File: config.mk
export PLATFORM = sky130hd
export DESIGN_NAME = olp_updown_timer
export DESIGN_NICKNAME = d
export VERILOG_FILES = /design/src/rtl/olp_pkg.sv /design/src/rtl/olp_updown_cnt.sv /design/src/rtl/olp_restart_wait.sv /design/src/rtl/olp_mode_fsm.sv /design/src/rtl/olp_updown_timer.sv
export SDC_FILE = /design/constraint.sdc
export NUM_CORES = 1
export LEC_CHECK = 0
export BUFFER_PORTS_ARGS = -buffer_cell sky130_fd_sc_hd__buf_2
export CORE_ASPECT_RATIO = 0.75
export CORE_MARGIN = 2
export CORE_UTILIZATION = 30
export DETAILED_ROUTE_END_ITERATION = 6
export PLACE_DENSITY = 0.49
export RECOVER_POWER = 25
export REMOVE_ABC_BUFFERS = 1
export SLEW_MARGIN = 5
export SYNTH_ARGS = -nofsm -noshare
export SYNTH_HDL_FRONTEND = slang
export SYNTH_SLANG_ARGS = --single-unit
File: constraint.sdc
create_clock -name clk -period 3.5 [get_ports clk]
set_input_delay 0.35 -clock clk [delete_from_list [all_inputs] [get_ports clk]]
set_output_delay 0.35 -clock clk [all_outputs]
set_load 0.01 [all_outputs]
File: src/rtl/olp_pkg.sv
package olp_pkg;

    typedef enum logic [1:0] {
        ST_RUN   = 2'd0,
        ST_WAIT  = 2'd1,
        ST_LATCH = 2'd2
    } olp_state_e;

    typedef struct packed {
        logic clear;
        logic up;
        logic down;
    } cnt_cmd_t;

    // bits needed to hold values 0..n
    function automatic int unsigned bits_for(input int unsigned n);
        return (n < 2) ? 1 : $clog2(n + 1);
    endfunction

endpackage

File: src/rtl/olp_updown_cnt.sv
module olp_updown_cnt
    import olp_pkg::*;
#(
    parameter int unsigned LIMIT = 12000,
    localparam int unsigned W    = bits_for(LIMIT)
) (
    input  logic     clk,
    input  cnt_cmd_t cmd,
    output logic     near_limit
);
    localparam logic [W-1:0] TOP  = W'(LIMIT);
    localparam logic [W-1:0] LAST = W'(LIMIT - 1);

    logic [W-1:0] count;

    always_ff @(posedge clk) begin
        if (cmd.clear) begin
            count <= '0;
        end else if (cmd.up) begin
            if (count != TOP) count <= count + W'(1);
        end else if (cmd.down) begin
            if (count != '0) count <= count - W'(1);
        end
    end

    assign near_limit = (count == LAST);
endmodule

File: src/rtl/olp_restart_wait.sv
module olp_restart_wait
    import olp_pkg::*;
#(
    parameter int unsigned TICKS = 7,
    localparam int unsigned W    = bits_for(TICKS)
) (
    input  logic clk,
    input  logic clear,
    input  logic advance,
    output logic done
);
    localparam logic [W-1:0] LAST = W'(TICKS - 1);

    logic [W-1:0] ticks_seen;

    assign done = advance && (ticks_seen == LAST);

    always_ff @(posedge clk) begin
        if (clear || done) begin
            ticks_seen <= '0;
        end else if (advance) begin
            ticks_seen <= ticks_seen + W'(1);
        end
    end
endmodule

File: src/rtl/olp_mode_fsm.sv
module olp_mode_fsm
    import olp_pkg::*;
#(
    parameter bit LATCH_MODE = 1'b0
) (
    input  logic       clk,
    input  logic       rst,
    input  logic       lockout,
    input  logic       sw_strobe,
    input  logic       ovl_flag,
    input  logic       wait_tick,
    input  logic       near_limit,
    input  logic       wait_done,
    output olp_state_e state,
    output cnt_cmd_t   cnt_cmd,
    output logic       wait_adv,
    output logic       wait_clr
);
    olp_state_e stop_dest;
    olp_state_e state_nx;
    logic       kill;
    logic       running;
    logic       trip;

    generate
        if (LATCH_MODE) begin : g_latch
            assign stop_dest = ST_LATCH;
        end else begin : g_auto
            assign stop_dest = ST_WAIT;
        end
    endgenerate

    assign kill    = rst || lockout;
    assign running = (state == ST_RUN);
    assign trip    = running && sw_strobe && ovl_flag && near_limit;

    always_comb begin
        cnt_cmd.clear = kill || ((state == ST_WAIT) && wait_done);
        cnt_cmd.up    = running && sw_strobe && ovl_flag;
        cnt_cmd.down  = running && sw_strobe && !ovl_flag;
    end

    assign wait_adv = (state == ST_WAIT) && wait_tick;
    assign wait_clr = kill;

    always_comb begin
        state_nx = state;
        unique case (state)
            ST_RUN:   if (trip) state_nx = stop_dest;
            ST_WAIT:  if (wait_done) state_nx = ST_RUN;
            ST_LATCH: state_nx = ST_LATCH;
            default:  state_nx = ST_RUN;
        endcase
    end

    always_ff @(posedge clk) begin
        if (kill) state <= ST_RUN;
        else      state <= state_nx;
    end
endmodule

File: src/rtl/olp_updown_timer.sv
module olp_updown_timer
    import olp_pkg::*;
#(
    parameter int unsigned DELAY_CYC     = 12000,
    parameter int unsigned RESTART_TICKS = 7,
    parameter bit          LATCH_MODE    = 1'b0
) (
    input  logic clk,
    input  logic rst,
    input  logic lockout,
    input  logic sw_strobe,
    input  logic ovl_flag,
    input  logic wait_tick,
    output logic gate_en,
    output logic latch_req
);
    olp_state_e state;
    cnt_cmd_t   cnt_cmd;
    logic       near_limit;
    logic       wait_adv;
    logic       wait_clr;
    logic       wait_done;

    olp_mode_fsm #(.LATCH_MODE(LATCH_MODE)) u_fsm (
        .clk        (clk),
        .rst        (rst),
        .lockout    (lockout),
        .sw_strobe  (sw_strobe),
        .ovl_flag   (ovl_flag),
        .wait_tick  (wait_tick),
        .near_limit (near_limit),
        .wait_done  (wait_done),
        .state      (state),
        .cnt_cmd    (cnt_cmd),
        .wait_adv   (wait_adv),
        .wait_clr   (wait_clr)
    );

    olp_updown_cnt #(.LIMIT(DELAY_CYC)) u_cnt (
        .clk        (clk),
        .cmd        (cnt_cmd),
        .near_limit (near_limit)
    );

    olp_restart_wait #(.TICKS(RESTART_TICKS)) u_wait (
        .clk     (clk),
        .clear   (wait_clr),
        .advance (wait_adv),
        .done    (wait_done)
    );

    assign gate_en   = (state == ST_RUN) && !lockout;
    assign latch_req = (state == ST_LATCH);
endmodule

=== Word level (Yosys, flattened, before mapping) ===
Index checks and enable logic that the tools add are counted.

* Add/subtract/negate cells: 3
* Eq/ne operators: 8
* Muxes and demuxes: 7
* Reduce and logical (&&, ||, !) cells: 19

{| class="wikitable"
|+ Operators with widths
! kind !! count
|-
| 2-to-1 mux 14 bit || 4
|-
| adder 14 x 1 -> 14 bit, second input constant || 1
|-
| == test 14 bit, second input constant || 1
|-
| inequality test 14 bit, second input constant || 1
|-
| nonzero test 14 bit || 1
|-
| subtractor 14 x 1 -> 14 bit, second input constant || 1
|-
| logical AND 1 bit || 8
|-
| one-hot mux 2 bit (3 select lines) || 1
|-
| 2-to-1 mux 2 bit || 2
|-
| inequality test 2 x 1 -> 1 bit, second input constant || 2
|-
| nonzero test 2 bit || 2
|-
| adder 3 x 1 -> 3 bit, second input constant || 1
|-
| == test 3 bit, second input constant || 1
|-
| logical OR 1 bit || 3
|-
| AND reduction 3 bit || 1
|-
| == test 2 x 1 -> 1 bit, second input constant || 1
|-
| == test 2 bit, second input constant || 1
|-
| logical NOT 1 bit || 2
|-
| logical NOT 2 bit || 1
|-
| inequality test 2 bit, second input constant || 1
|-
| AND reduction 2 bit || 1
|}

* Register bits: 19
* Bits of input ports: 6
* Output and inout port bits: 2
* Logic and storage cells: 40

=== Depth between registers and ports, before layout ===
Gate-level depths: netlist of the first run.

* Word-level depth: 6
* Gate-level depth with buffers: 12

=== By module ===
Synthesis of the first run repeated with hierarchy kept, for this count alone.

* Cell total of the unflattened synthesis: 182
* Area, all modules: 1468.9 um^2

{| class="wikitable"
|+ Modules (own cells, without submodules)
! module !! times used !! cells an instance !! area an instance (um^2)
|-
| olp_updown_cnt || 1 || 150 || 1171.1
|-
| olp_restart_wait || 1 || 17 || 160.2
|-
| olp_mode_fsm || 1 || 13 || 121.4
|-
| olp_updown_timer || 1 || 2 || 16.3
|}

=== Worst setup path before layout of the first run ===
No wires, ideal clock.

* Path type: reg2reg
* Start: register u_fsm.state[0]
* End: register u_cnt.count[13]
* Setup time: 0.072 ns
* Arrival time: 2.613 ns
* Data required time: 3.428 ns
* Slack: 0.816 ns
* Cell stages (with the launch flop): 12
* Path buffers: 1
* Period minus slack after synthesis: 2.684 ns
* Cells stage by stage: dfxtp_1 > nor2_1 > and2_1 > clkbuf_1 > nand2_1 > ha_1 > a21oi_1 > o211ai_1 > a311oi_1 > a21oi_1 > mux2i_1 > mux2i_1

* Cells in the longest elaborated chain, start to end: 5

{| class="wikitable"
|+ Ends and longest elaborated chain
! element !! RTL line !! source
|-
| from (decl) || olp_mode_fsm.sv:14 || <nowiki>output olp_state_e state,</nowiki>
|-
| from (signal assigned) || olp_mode_fsm.sv:58 || <nowiki>else state <= state_nx;</nowiki>
|-
| logical NOT 2 bit / == test 2 x 1 -> 1 bit (equally long branches) || olp_mode_fsm.sv:34, olp_mode_fsm.sv:38, olp_mode_fsm.sv:43 ||
|-
| logical AND 1 bit, on equally long branches || olp_mode_fsm.sv:39, olp_mode_fsm.sv:40, olp_mode_fsm.sv:43 ||
|-
| logical AND 1 bit, on equally long branches || olp_mode_fsm.sv:39, olp_mode_fsm.sv:40, olp_restart_wait.sv:16 ||
|-
| inequality test 2 x 1 -> 1 bit (no source line), or another cell as far along || n/a ||
|-
| AND reduction 3 bit (no source line) / logical OR 1 bit (equally long branches) || n/a ||
|-
| to (signal assigned) || olp_updown_cnt.sv:20 || <nowiki>if (count != TOP) count <= count + W'(1);</nowiki>
|-
| to (signal assigned) || olp_updown_cnt.sv:22 || <nowiki>if (count != '0) count <= count - W'(1);</nowiki>
|-
| to (decl) || olp_updown_cnt.sv:14 || <nowiki>logic [W-1:0] count;</nowiki>
|}

Parallel ways exist; a longest one is shown, timed or not.
A chain may end at the register's enable or synchronous reset.

=== Final worst setup path of the first run ===
Ends and elaborated chain as after synthesis.

==> metrics.md, run 1 <==
| Metric | Value |
|---|---|
| Status | `completed` |
| Syn. warnings | `0` |
| Min Tclk post-route | `2.969 ns` |
| Most frequent cells in the layout | `nand2_1, nor2_1, dfxtp_1, ha_1, a21oi_1` |
| Row cnt | `22` |
| Mapped Area | `0.001471 mm^2` |
| Multi-input logic area | `0.001049 mm^2` |
| CTS tree | `done` |
| Post-synth top area share | `0.2585` |
| Gpl congestion | `0.8215` |
| Crit path required time | `3.69 ns` |
| Reg power frac | `0.378` |
| Logic pwr share | `0.370` |
| Postcts setup bufs | `0` |
| Drt first pass iters | `4` |
| Leakage power total | `0.0006729 uW` |
| Layout Cells excl Fill | `253` |
| CP Capture Type | `flop` |
| Slew @ Worst Pin | `0.6458 ns` |
| CTS clk-pin slew, worst paths | `0.08 ns` |
| Crit path buffers/inverters | `0` |
| Final setup vio count | `0` |
| Placed insts | `249` |
| Slew Limit Fails | `0` |
| Data arrival time of the critical path | `3.16 ns` |
| Hpwl dp | `2.649 mm` |
| VDD IR-drop max | `0.0001866 V` |
| CP peak stage delay | `0.43 ns` |
| ANT cells | `0` |
| Fraction of the cycle the final worst path needs | `0.8483` |
| Clock sink count | `19` |
| Grt ovf | `0` |
| Fillers | `503` |
| Die W | `84.87 um` |
| Avg Inst Size Synth | `7.954 um^2` |
| PwrDens | `406.2 mW/mm^2` |
| Int Pwr | `410.4 uW` |
| Unique masters post-synth | `42` |
| Synth Register Bits | `19` |
| Most common cell after layout, fill and taps aside | `nand2_1` |
| Top post-synthesis cells by area | `dfxtp_1, ha_1, nand2_1` |
| CP max-delay cell | `ha_1` |
| Worst skew pair latency | `0.26 ns` |
| DR iter-0 viols | `81` |
| Max-cap viol count | `0` |
| Initial antenna violation count | `0` |
| Worst Hold Class | `in -> reg` |
| Switching Fraction | `0.3721` |
| Top fanout value on the critical path | `15` |
| Antenna viol nets, final | `0` |
| Initial core utilization | `0.3055` |
| Pin count of the biggest net entering global routing | `16` |
| Crit path cell chain | `nor2_1 -> and2_1 -> nand2_2 -> ha_1 -> a21oi_1 -> o211ai_1 -> a311oi_1 -> a21oi_1 -> mux2i_1 -> mux2i_1` |
| Slew margin rel. | `0.5684` |
| First-pass GRT wire length | `6.410 mm` |
| CP delay by family, top | `compound AO/OA/AOI/OAI gates` |
| Final instance area | `0.001609 mm^2` |
| # DRC | `0` |
| CTS buffer count | `3` |
| Vias in the first global route | `1,260` |
| Port Buffers | `7` |
| Die Ht | `64.65 um` |
| Clk_skew | `0.001114 ns` |
| Cells after Synth | `185` |
| Register area | `380.4 um^2` |
| H-Tree Depth | `1` |
| Via-to-Cell Ratio | `5.419` |
| Tot Pwr | `653.6 uW` |
| # IOs | `8` |
| Switching power total | `243.2 uW` |
| Total GRT Usage | `0.1439` |
| Final wirelength | `3.568 mm` |
| Via count | `1,371` |
| Dpl cell area | `0.001563 mm^2` |
| DIE AREA | `0.005487 mm^2` |
| Max frequency | `336.8 MHz` |
| RSZ-0062 raised after global routing | `no` |
| Crit Path Category | `reg -> reg` |
| Setup crit start kind | `flop` |
| Nets | `216` |
| Synth area leader | `dfxtp_1` |
| Seq/Total Area, Yosys | `0.2585` |
| Clock network fraction of total power | `0.251` |
| Max clock buf depth | `2` |
| Root Buffer | `clkbuf_8` |
| Layout area overhead | `9.354%` |
| Placeable Area | `0.004817 mm^2` |
| Total Negative Setup Slacks | `0 ns` |
| Avg WL per Cell | `14.10 um` |
| Final hold violations | `0` |
| Layout cells sized above 1 | `0.07772` |
path summary, 6_finish.rpt:
kind / start / depth (start not counted) / endpoint / slack [ns]
worst min register to register: u_cnt.count[13] / 2 / u_cnt.count[13] / 0.50
worst max register to register: u_fsm.state[0] / 10 / u_cnt.count[13] / 0.53
worst min-delay path: rst / 3 / u_fsm.state[1] / 0.42
worst max-delay path: u_fsm.state[0] / 10 / u_cnt.count[13] / 0.53
worst register-to-register path: stages (launching register included):
cell      delay, ns
dfxtp_1        0.34
nor2_1         0.16
and2_1         0.28
nand2_2        0.26
ha_1           0.44
a21oi_1        0.41
o211ai_1       0.19
a311oi_1       0.31
a21oi_1        0.13
mux2i_1        0.19
mux2i_1        0.20
final cells by class:
| type | instances | share of cell area |
|---|---|---|
| clock buffers | 3 | 0.02566 |
| multi-input cells | 157 | 0.6516 |
| repair buffers | 8 | 0.02488 |
| flip-flops and latches | 19 | 0.2364 |
| well taps | 60 | 0.04666 |
| clock inverters | 1 | 0.003110 |
| inverters | 5 | 0.01166 |
per-layer routing:
metal  vias to the layer above  global-route usage  share of wire
met4                         0             0.02381         0.0081
met5                         -                   0              0
met3                         2             0.02420          0.043
met1                       637              0.2267           0.57
li1                        702                   -              -
met2                        30              0.2037           0.37
per-stage QoR:
| stage | setup WS [ns] | hold WS (ns) | utilization |
|---|---|---|---|
| final | 0.5309 | 0.4218 | 0.3340 |
| after floorplan | 0.9174 | 0.4514 | - |
| after CTS | 0.3351 | 0.4258 | 0.3340 |
| after global placement | 0.4000 | 0.4763 | 0.3244 |
| after global routing | 0.1993 | 0.4461 | 0.3340 |
| after detailed placement | 0.3614 | 0.4814 | 0.3244 |
power groups by stage:
stage	Sequential [uW]	Combinational [uW]	Clock (uW)
final	247	242	164
after global routing	250	276	178
after CTS	247	240	170
after detailed placement	252	239	0
after global placement	253	245	0
after floorplan	245	191	0
synthesized netlist by cell type, drive strengths merged:
library cell / number
nor4: 2
and4: 1
a311oi: 2
nor2b: 3
dfxtp: 19
and4bb: 1
ha: 15
nand3: 11
a2111oi: 1
nand2b: 3
xnor2: 5
nor3b: 1
buf: 2
clkbuf: 2
nand3b: 1
a21oi: 12
o21ai: 8
nand2: 24
fa: 1
nor2: 22
nand4b: 1
o211ai: 1
or4: 2
nand4: 4
and2: 4
a211o: 1
a32o: 1
inv: 5
mux2i: 3
a2111o: 1
a21o: 8
xor2: 4
o21a: 3
a31oi: 2
a221o: 1
a211oi: 5
nor3: 1
o2111ai: 1
o32ai: 1
logic make-up (layout without fill, tap and decap cells):
kind of cell | after synthesis | in the layout | synth area share
buffers and inverters | 9 | 17 | 0.03062
xor gates and xnor gates | 9 | 9 | 0.05357
muxes | 3 | 3 | 0.02041
adders and majority gates | 16 | 16 | 0.1412
and+or+nand+nor | 81 | 81 | 0.2687
AOI/OAI and AO/OA | 48 | 48 | 0.2270
DFF | 19 | 19 | 0.2585
state kept, by name, summed over array words and instances (netlist names):
signal / cells
u_cnt.count: 14
u_fsm.state: 2
u_wait.ticks_seen: 3
repair_timing:
action | in CTS | in global routing
resized for setup | 0 | 1
setup endpoints to repair | 0 | 1
hold buffers | 0 | 0
(Power assumes the default switching activity.)
==> inputs of run 2 (changes only) <==
Clock period 3.5 ns to 2.85 ns, I/O delays scaled along.
==> metrics.md, run 2 (synthesis results as in run 1) <==
| Metric | Value |
|---|---|
| Final worst setup slack | `0.2088 ns` |
| # IOs | `8` |
| Hpwl dp | `2.819 mm` |
| CTS tree | `done` |
| Min Tclk post-route | `2.641 ns` |
| PwrDens | `490.7 mW/mm^2` |
| Pre-CTS setup slack | `0.1652 ns` |
| Status | `completed` |
| Most frequent cells in the layout | `nand2_1, nor2_1, dfxtp_1, ha_1` |
| Total GRT Usage | `0.1411` |
| Clock sink count | `19` |
| Grt ovf | `0` |
| Data arrival time of the critical path | `2.83 ns` |
| CP peak stage delay | `0.35 ns` |
| Via-to-Cell Ratio | `5.337` |
| Max frequency | `378.6 MHz` |
| Initial antenna violation count | `0` |
| Vias in the first global route | `1,238` |
| Clk_skew | `0.004792 ns` |
| Drt first pass iters | `4` |
| Top fanout value on the critical path | `14` |
| Most common cell after layout, fill and taps aside | `nand2_1` |
| Final hold violations | `0` |
| Port Buffers | `7` |
| CTS clk-pin slew, worst paths | `0.08 ns` |
| Layout area overhead | `12.59%` |
| Pin count of the biggest net entering global routing | `15` |
| Layout cells sized above 1 | `0.09596` |
| Dpl cell area | `0.001613 mm^2` |
| Hold-fix buffers at CTS | `0` |
| DIE AREA | `0.005487 mm^2` |
| Placeable Area | `0.004817 mm^2` |
| Total Negative Setup Slacks | `0 ns` |
| Row cnt | `22` |
| First-pass GRT wire length | `6.244 mm` |
| CP max-delay cell | `dfxtp_1` |
| CTS buffer count | `3` |
| Most used cell, CP | `mux2i_1` |
| VDD IR-drop max | `0.0001366 V` |
| Crit Path Category | `reg -> reg` |
| Slew @ Worst Pin | `0.4083 ns` |
| H-Tree Depth | `1` |
| RSZ-0062 raised after global routing | `no` |
| Postcts setup bufs | `0` |
| Root Buffer | `clkbuf_8` |
| Final Hold Slack | `0.3730 ns` |
| Die Ht | `64.65 um` |
| Worst Hold Class | `in -> reg` |
| Final setup vio count | `0` |
| Slew Limit Fails | `0` |
| Initial core utilization | `0.3055` |
| Leakage power total | `0.0006994 uW` |
| Biggest regs | `u_cnt.count: 14 flops, u_wait.ticks_seen: 3 flops, u_fsm.state: 2 flops` |
| Max-cap viol count | `0` |
| CP Capture Type | `flop` |
| Fraction of the cycle the final worst path needs | `0.9268` |
| # DRC | `0` |
| Worst skew pair latency | `0.26 ns` |
| Crit path required time | `3.04 ns` |
| Slew margin rel. | `0.7271` |
| Final instance area | `0.001657 mm^2` |
| Biggest register | `u_cnt.count` |
| Antenna viol nets, final | `0` |
| Avg WL per Cell | `14.25 um` |
| Max reg flops | `14` |
| Crit path cell chain | `nor2_1 -> and2_1 -> nand2_1 -> buf_12 -> ha_1 -> o21ai_0 -> o21ai_1 -> nand4_1 -> a21oi_1 -> mux2i_1 -> mux2i_1` |
| Max clock buf depth | `2` |
| Via count | `1,377` |
| DR iter-0 viols | `97` |
| ANT cells | `0` |
| Nets | `221` |
| Gpl congestion | `0.8197` |
| Final wirelength | `3.677 mm` |
| Die W | `84.87 um` |
| Setup crit start kind | `flop` |
-- run 2: critical path, delay by kind of cell (launching register included) --
kind / cells / cell delay [ns]
AO/OA/AOI/OAI: 3 / 0.66
AND/OR/NAND/NOR: 4 / 0.59
multiplexers: 2 / 0.48
flip-flops: 1 / 0.35
adder cells (fa/ha/maj): 1 / 0.33
buffers and inverters: 1 / 0.16
-- run 2: area by class of cell --
type / instances / area [um^2]
Clock buffer: 3 / 41.29
Clock inverter: 1 / 5.005
Fill cell: 515 / 3161
Inverter: 5 / 18.77
Multi-Input combinational cell: 157 / 1050
Sequential cell: 19 / 380.4
Tap cell: 60 / 75.07
Timing Repair Buffer: 13 / 86.33
-- run 2: report_power, final --
group | switching (uW) | internal, uW
Combinational | 180 | 134
Clock | 99.0 | 97.3
Sequential | 21.0 | 282
Total | 300 | 513
-- run 2: final timing paths --
path	from	to	slack, ns	cells past startpoint
setup reg to reg	u_fsm.state[0]	u_cnt.count[13]	0.21	11
hold reg to reg	u_cnt.count[9]	u_cnt.count[9]	0.50	2
setup / recovery	u_fsm.state[0]	u_cnt.count[13]	0.21	11
hold / removal	rst	u_fsm.state[1]	0.37	3
-- run 2: what timing repair did --
| action | in CTS | in global routing |
|---|---|---|
| setup endpoints to repair | 0 | 2 |
| gates resized for setup | 0 | 2 |
| hold endpoints to repair | 0 | 0 |
-- run 2: layer usage --
layer,global-route usage,vias to the layer above,share of wire
met5,0,-,0
met4,0.04167,0,0.0079
met3,0.01019,2,0.038
met2,0.1909,26,0.40
met1,0.2307,644,0.56
li1,-,705,-
-- run 2: through the flow --
| step | utilization | total power, uW | cells |
|---|---|---|---|
| after detailed placement | 0.3348 | 615.5 | 254 |
| after floorplan | - | 536.0 | 181 |
| final | 0.3439 | 812.9 | 258 |
| after global placement | 0.3348 | 626.6 | 254 |
| after CTS | 0.3444 | 812.7 | 258 |
| after global routing | 0.3439 | 873.9 | 258 |
==> inputs of run 3 (changes only) <==
Settings changed: REMOVE_ABC_BUFFERS 1 to unset, SYNTH_HIERARCHICAL set to 1.
==> metrics.md, run 3 <==
| Metric | Value |
|---|---|
| Grt ovf | `0` |
| Final worst setup slack | `0.09914 ns` |
| Seq/Total Area, Yosys | `0.2589` |
| Worst skew pair latency | `0.26 ns` |
| Die W | `84.80 um` |
| Mapped Area | `0.001469 mm^2` |
| Initial antenna violation count | `0` |
| Synth area leader | `dfxtp_1` |
| Synth async-reset ratio | `0` |
| Setup crit start | `u_fsm/state[1]` |
| Row cnt | `22` |
| Layout cells sized above 1 | `0.1960` |
| Synth Register Bits | `19` |
| Synth Area in Compound Gates | `0.2155` |
| Clock sink count | `19` |
| PwrDens | `502.7 mW/mm^2` |
| H-Tree Depth | `1` |
| Adder-Cell Fraction of Synth Area | `0.1329` |
| Cell with the most instances after synthesis | `nand2_1` |
| Via count | `1,312` |
| Avg WL per Cell | `13.47 um` |
| Main combinational cell family by area after synthesis | `simple AND/OR/NAND/NOR gates` |
| Hpwl dp | `2.633 mm` |
| CTS tree | `done` |
| Drt first pass iters | `4` |
| Min Tclk post-route | `2.751 ns` |
| Fillers | `505` |
| Port Buffers | `7` |
| Max clock buf depth | `2` |
| Simple-Gate Fraction of Synth Area | `0.2964` |
| Worst Hold Depth | `3` |
| CP peak stage delay | `0.43 ns` |
| Top fanout value on the critical path | `9` |
| CP delay by family, top | `compound AO/OA/AOI/OAI gates` |
| Pre-CTS setup slack | `0.06853 ns` |
| Max reg flops | `14` |
| Layout Cells excl Fill | `259` |
| Slew margin rel. | `0.6746` |
| Status | `completed` |
| Final setup vio count | `0` |
| Final hold violations | `0` |
| Most common cell after layout, fill and taps aside | `nand2_1` |
| CP max-delay cell | `ha_1` |
| Gpl congestion | `0.7700` |
| ANT cells | `0` |
| Root Buffer | `clkbuf_8` |
| Dominant synthesized flop cell | `dfxtp_1` |
| Switching Fraction | `0.3710` |
| Int Pwr | `548.3 uW` |
| EDFF count, synth | `0` |
| Post-synthesis mux area share | `0.02129` |
| # IOs | `8` |
| # DRC | `0` |
| Antenna viol nets, final | `0` |
| Biggest register | `u_cnt/count` |
| Max-cap viol count | `0` |
| Initial core utilization | `0.3049` |
| Worst Hold Path EP | `u_fsm/state[0]` |
| Data arrival time of the critical path | `2.90 ns` |
| Pin count of the biggest net entering global routing | `19` |
| Unique masters post-synth | `52` |
| Slew Limit Fails | `0` |
| R2R cell count | `10` |
| Avg Inst Size Synth | `8.071 um^2` |
| VDD IR-drop max | `0.0002134 V` |
| Crit Path Category | `reg -> reg` |
| Reg-to-Reg Start | `u_fsm/state[1]` |
| Biggest regs | `u_cnt/count: 14 flops, u_wait/ticks_seen: 3 flops, u_fsm/state: 2 flops` |
| Most frequent cells in the layout | `nand2_1, a21oi_1, dfxtp_1, nor2_1, ha_1` |
| Crit path cell chain | `nand4bb_2 -> inv_1 -> inv_2 -> ha_1 -> nand4b_1 -> a211oi_4 -> a2111oi_4 -> o21bai_2 -> mux2i_1 -> mux2_1` |
| Via-to-Cell Ratio | `5.066` |
| Switching power total | `323.4 uW` |
| CTS clk-pin slew, worst paths | `0.08 ns` |
| Placeable Area | `0.004817 mm^2` |
| Logic pwr share | `0.424` |
| Syn. warnings | `6` |
| CTS buffer count | `3` |
| Clock network fraction of total power | `0.222` |
| Top post-synthesis cells by area | `dfxtp_1, ha_1, a21oi_1` |
| Die Ht | `64.60 um` |
| First-pass GRT wire length | `5.740 mm` |
| Postcts setup bufs | `0` |
| Clk_skew | `0.001804 ns` |
| Post-synth top area share | `0.2589` |
| Slew @ Worst Pin | `0.4814 ns` |
| Leakage power total | `0.0007206 uW` |
| Reg power frac | `0.354` |
| Setup crit start kind | `flop` |
| Crit path buffers/inverters | `2` |
| Multi-input logic area | `0.001091 mm^2` |
| Layout area overhead | `18.06%` |
| DIE AREA | `0.005478 mm^2` |
| XOR/XNOR Fraction of Synth Area | `0.03578` |
| Crit path required time | `3.00 ns` |
| Worst Hold Class | `in -> reg` |
| Setup slack, reg-to-reg | `0.1 ns` |
| CP Capture Type | `flop` |
| Max frequency | `363.5 MHz` |
| Fraction of the cycle the final worst path needs | `0.9652` |
| RR Endpoint | `u_cnt/count[13]` |
| Register area | `380.4 um^2` |
| Synth cell count leaders | `nand2_1, a21oi_1, dfxtp_1` |
| DR iter-0 viols | `63` |
| Vias in the first global route | `1,173` |
| Final wirelength | `3.489 mm` |
| Hold_sp | `rst` |
| Total GRT Usage | `0.1306` |
| Nets | `221` |
| Syn Nets | `203` |
| Placed insts | `255` |
| Cells after Synth | `182` |
| Final core occ | `0.3600` |
run 3: cell count changes after synthesis, moves of 3 or more:
cell,change
a21o_1,-4
a21oi_1,+8
and2_1,-3
inv_1,+5
nand3_1,-7
nand4_1,-3
nor2_1,-9
o21a_1,-3
o21ai_0,-3
run 3: layout make-up:
cell class	count	area share
flip-flops and latches	19	0.2193
repair buffers	17	0.06061
multi-input cells	149	0.6292
inverters	10	0.02165
clock buffers	4	0.02597
well taps	60	0.04329
run 3: worst register-to-register path, delay by kind of cell, from the launching register on:
| family | cells | cell delay (ns) |
|---|---|---|
| AO/OA/AOI/OAI | 3 | 0.64 |
| multiplexers | 2 | 0.55 |
| AND/OR/NAND/NOR | 2 | 0.49 |
| adder cells (fa/ha/maj) | 1 | 0.43 |
| flip-flops | 1 | 0.31 |
| buffers and inverters | 2 | 0.22 |
run 3: how the worst max path moves through the flow:
stage / to / slack [ns] / cells past startpoint
floorplan: u_cnt/count[13] / 0.08 / 11
global placement: u_cnt/count[13] / 0.06 / 11
detailed placement: u_cnt/count[13] / 0.07 / 11
CTS: u_cnt/count[13] / 0.05 / 11
global route: u_cnt/count[13] / -0.03 / 10
finish: u_cnt/count[13] / 0.1 / 10
run 3: routing by layer:
| layer | vias to the layer above | GRT usage | wire length (um) |
|---|---|---|---|
| met5 | - | 0 | 0 |
| met4 | 0 | 0.02381 | 22 |
| met3 | 2 | 0.02675 | 117 |
| met2 | 20 | 0.1880 | 1348 |
| met1 | 596 | 0.1997 | 2000 |
| li1 | 694 | - | - |
run 3: metrics by stage:
step           setup TNS, ns  power, uW  area, um^2  hold slack, ns
5_1_grt             -0.02580      939.2        1734          0.3330
3_3_place_gp               0      656.9        1634          0.4878
2_1_floorplan              0      571.5        1469          0.4562
4_1_cts                    0      850.0        1679          0.3289
3_5_place_dp               0      654.3        1634          0.4912
6_report                   0      871.7        1734          0.3330
run 3: cells by family after synthesis:
| group | Yosys count |
|---|---|
| simple gates | 78 |
| compound gates | 47 |
| flops | 19 |
| fa+ha+maj | 15 |
| buf+inv | 14 |
| xor+xnor | 6 |
| mux | 3 |
run 3: power groups by stage:
stage               sequential [uW]  combinational, uW  clock, uW
finish                          309                369        194
global placement                313                343          0
global route                    312                413        215
floorplan                       305                266          0
CTS                             307                343        200
detailed placement              313                341          0
run 3: timing repair:
action / CTS / global route
endpoints found under the setup margin: 0 / 1
hold buffers: 0 / 0
resized for setup: 0 / 8
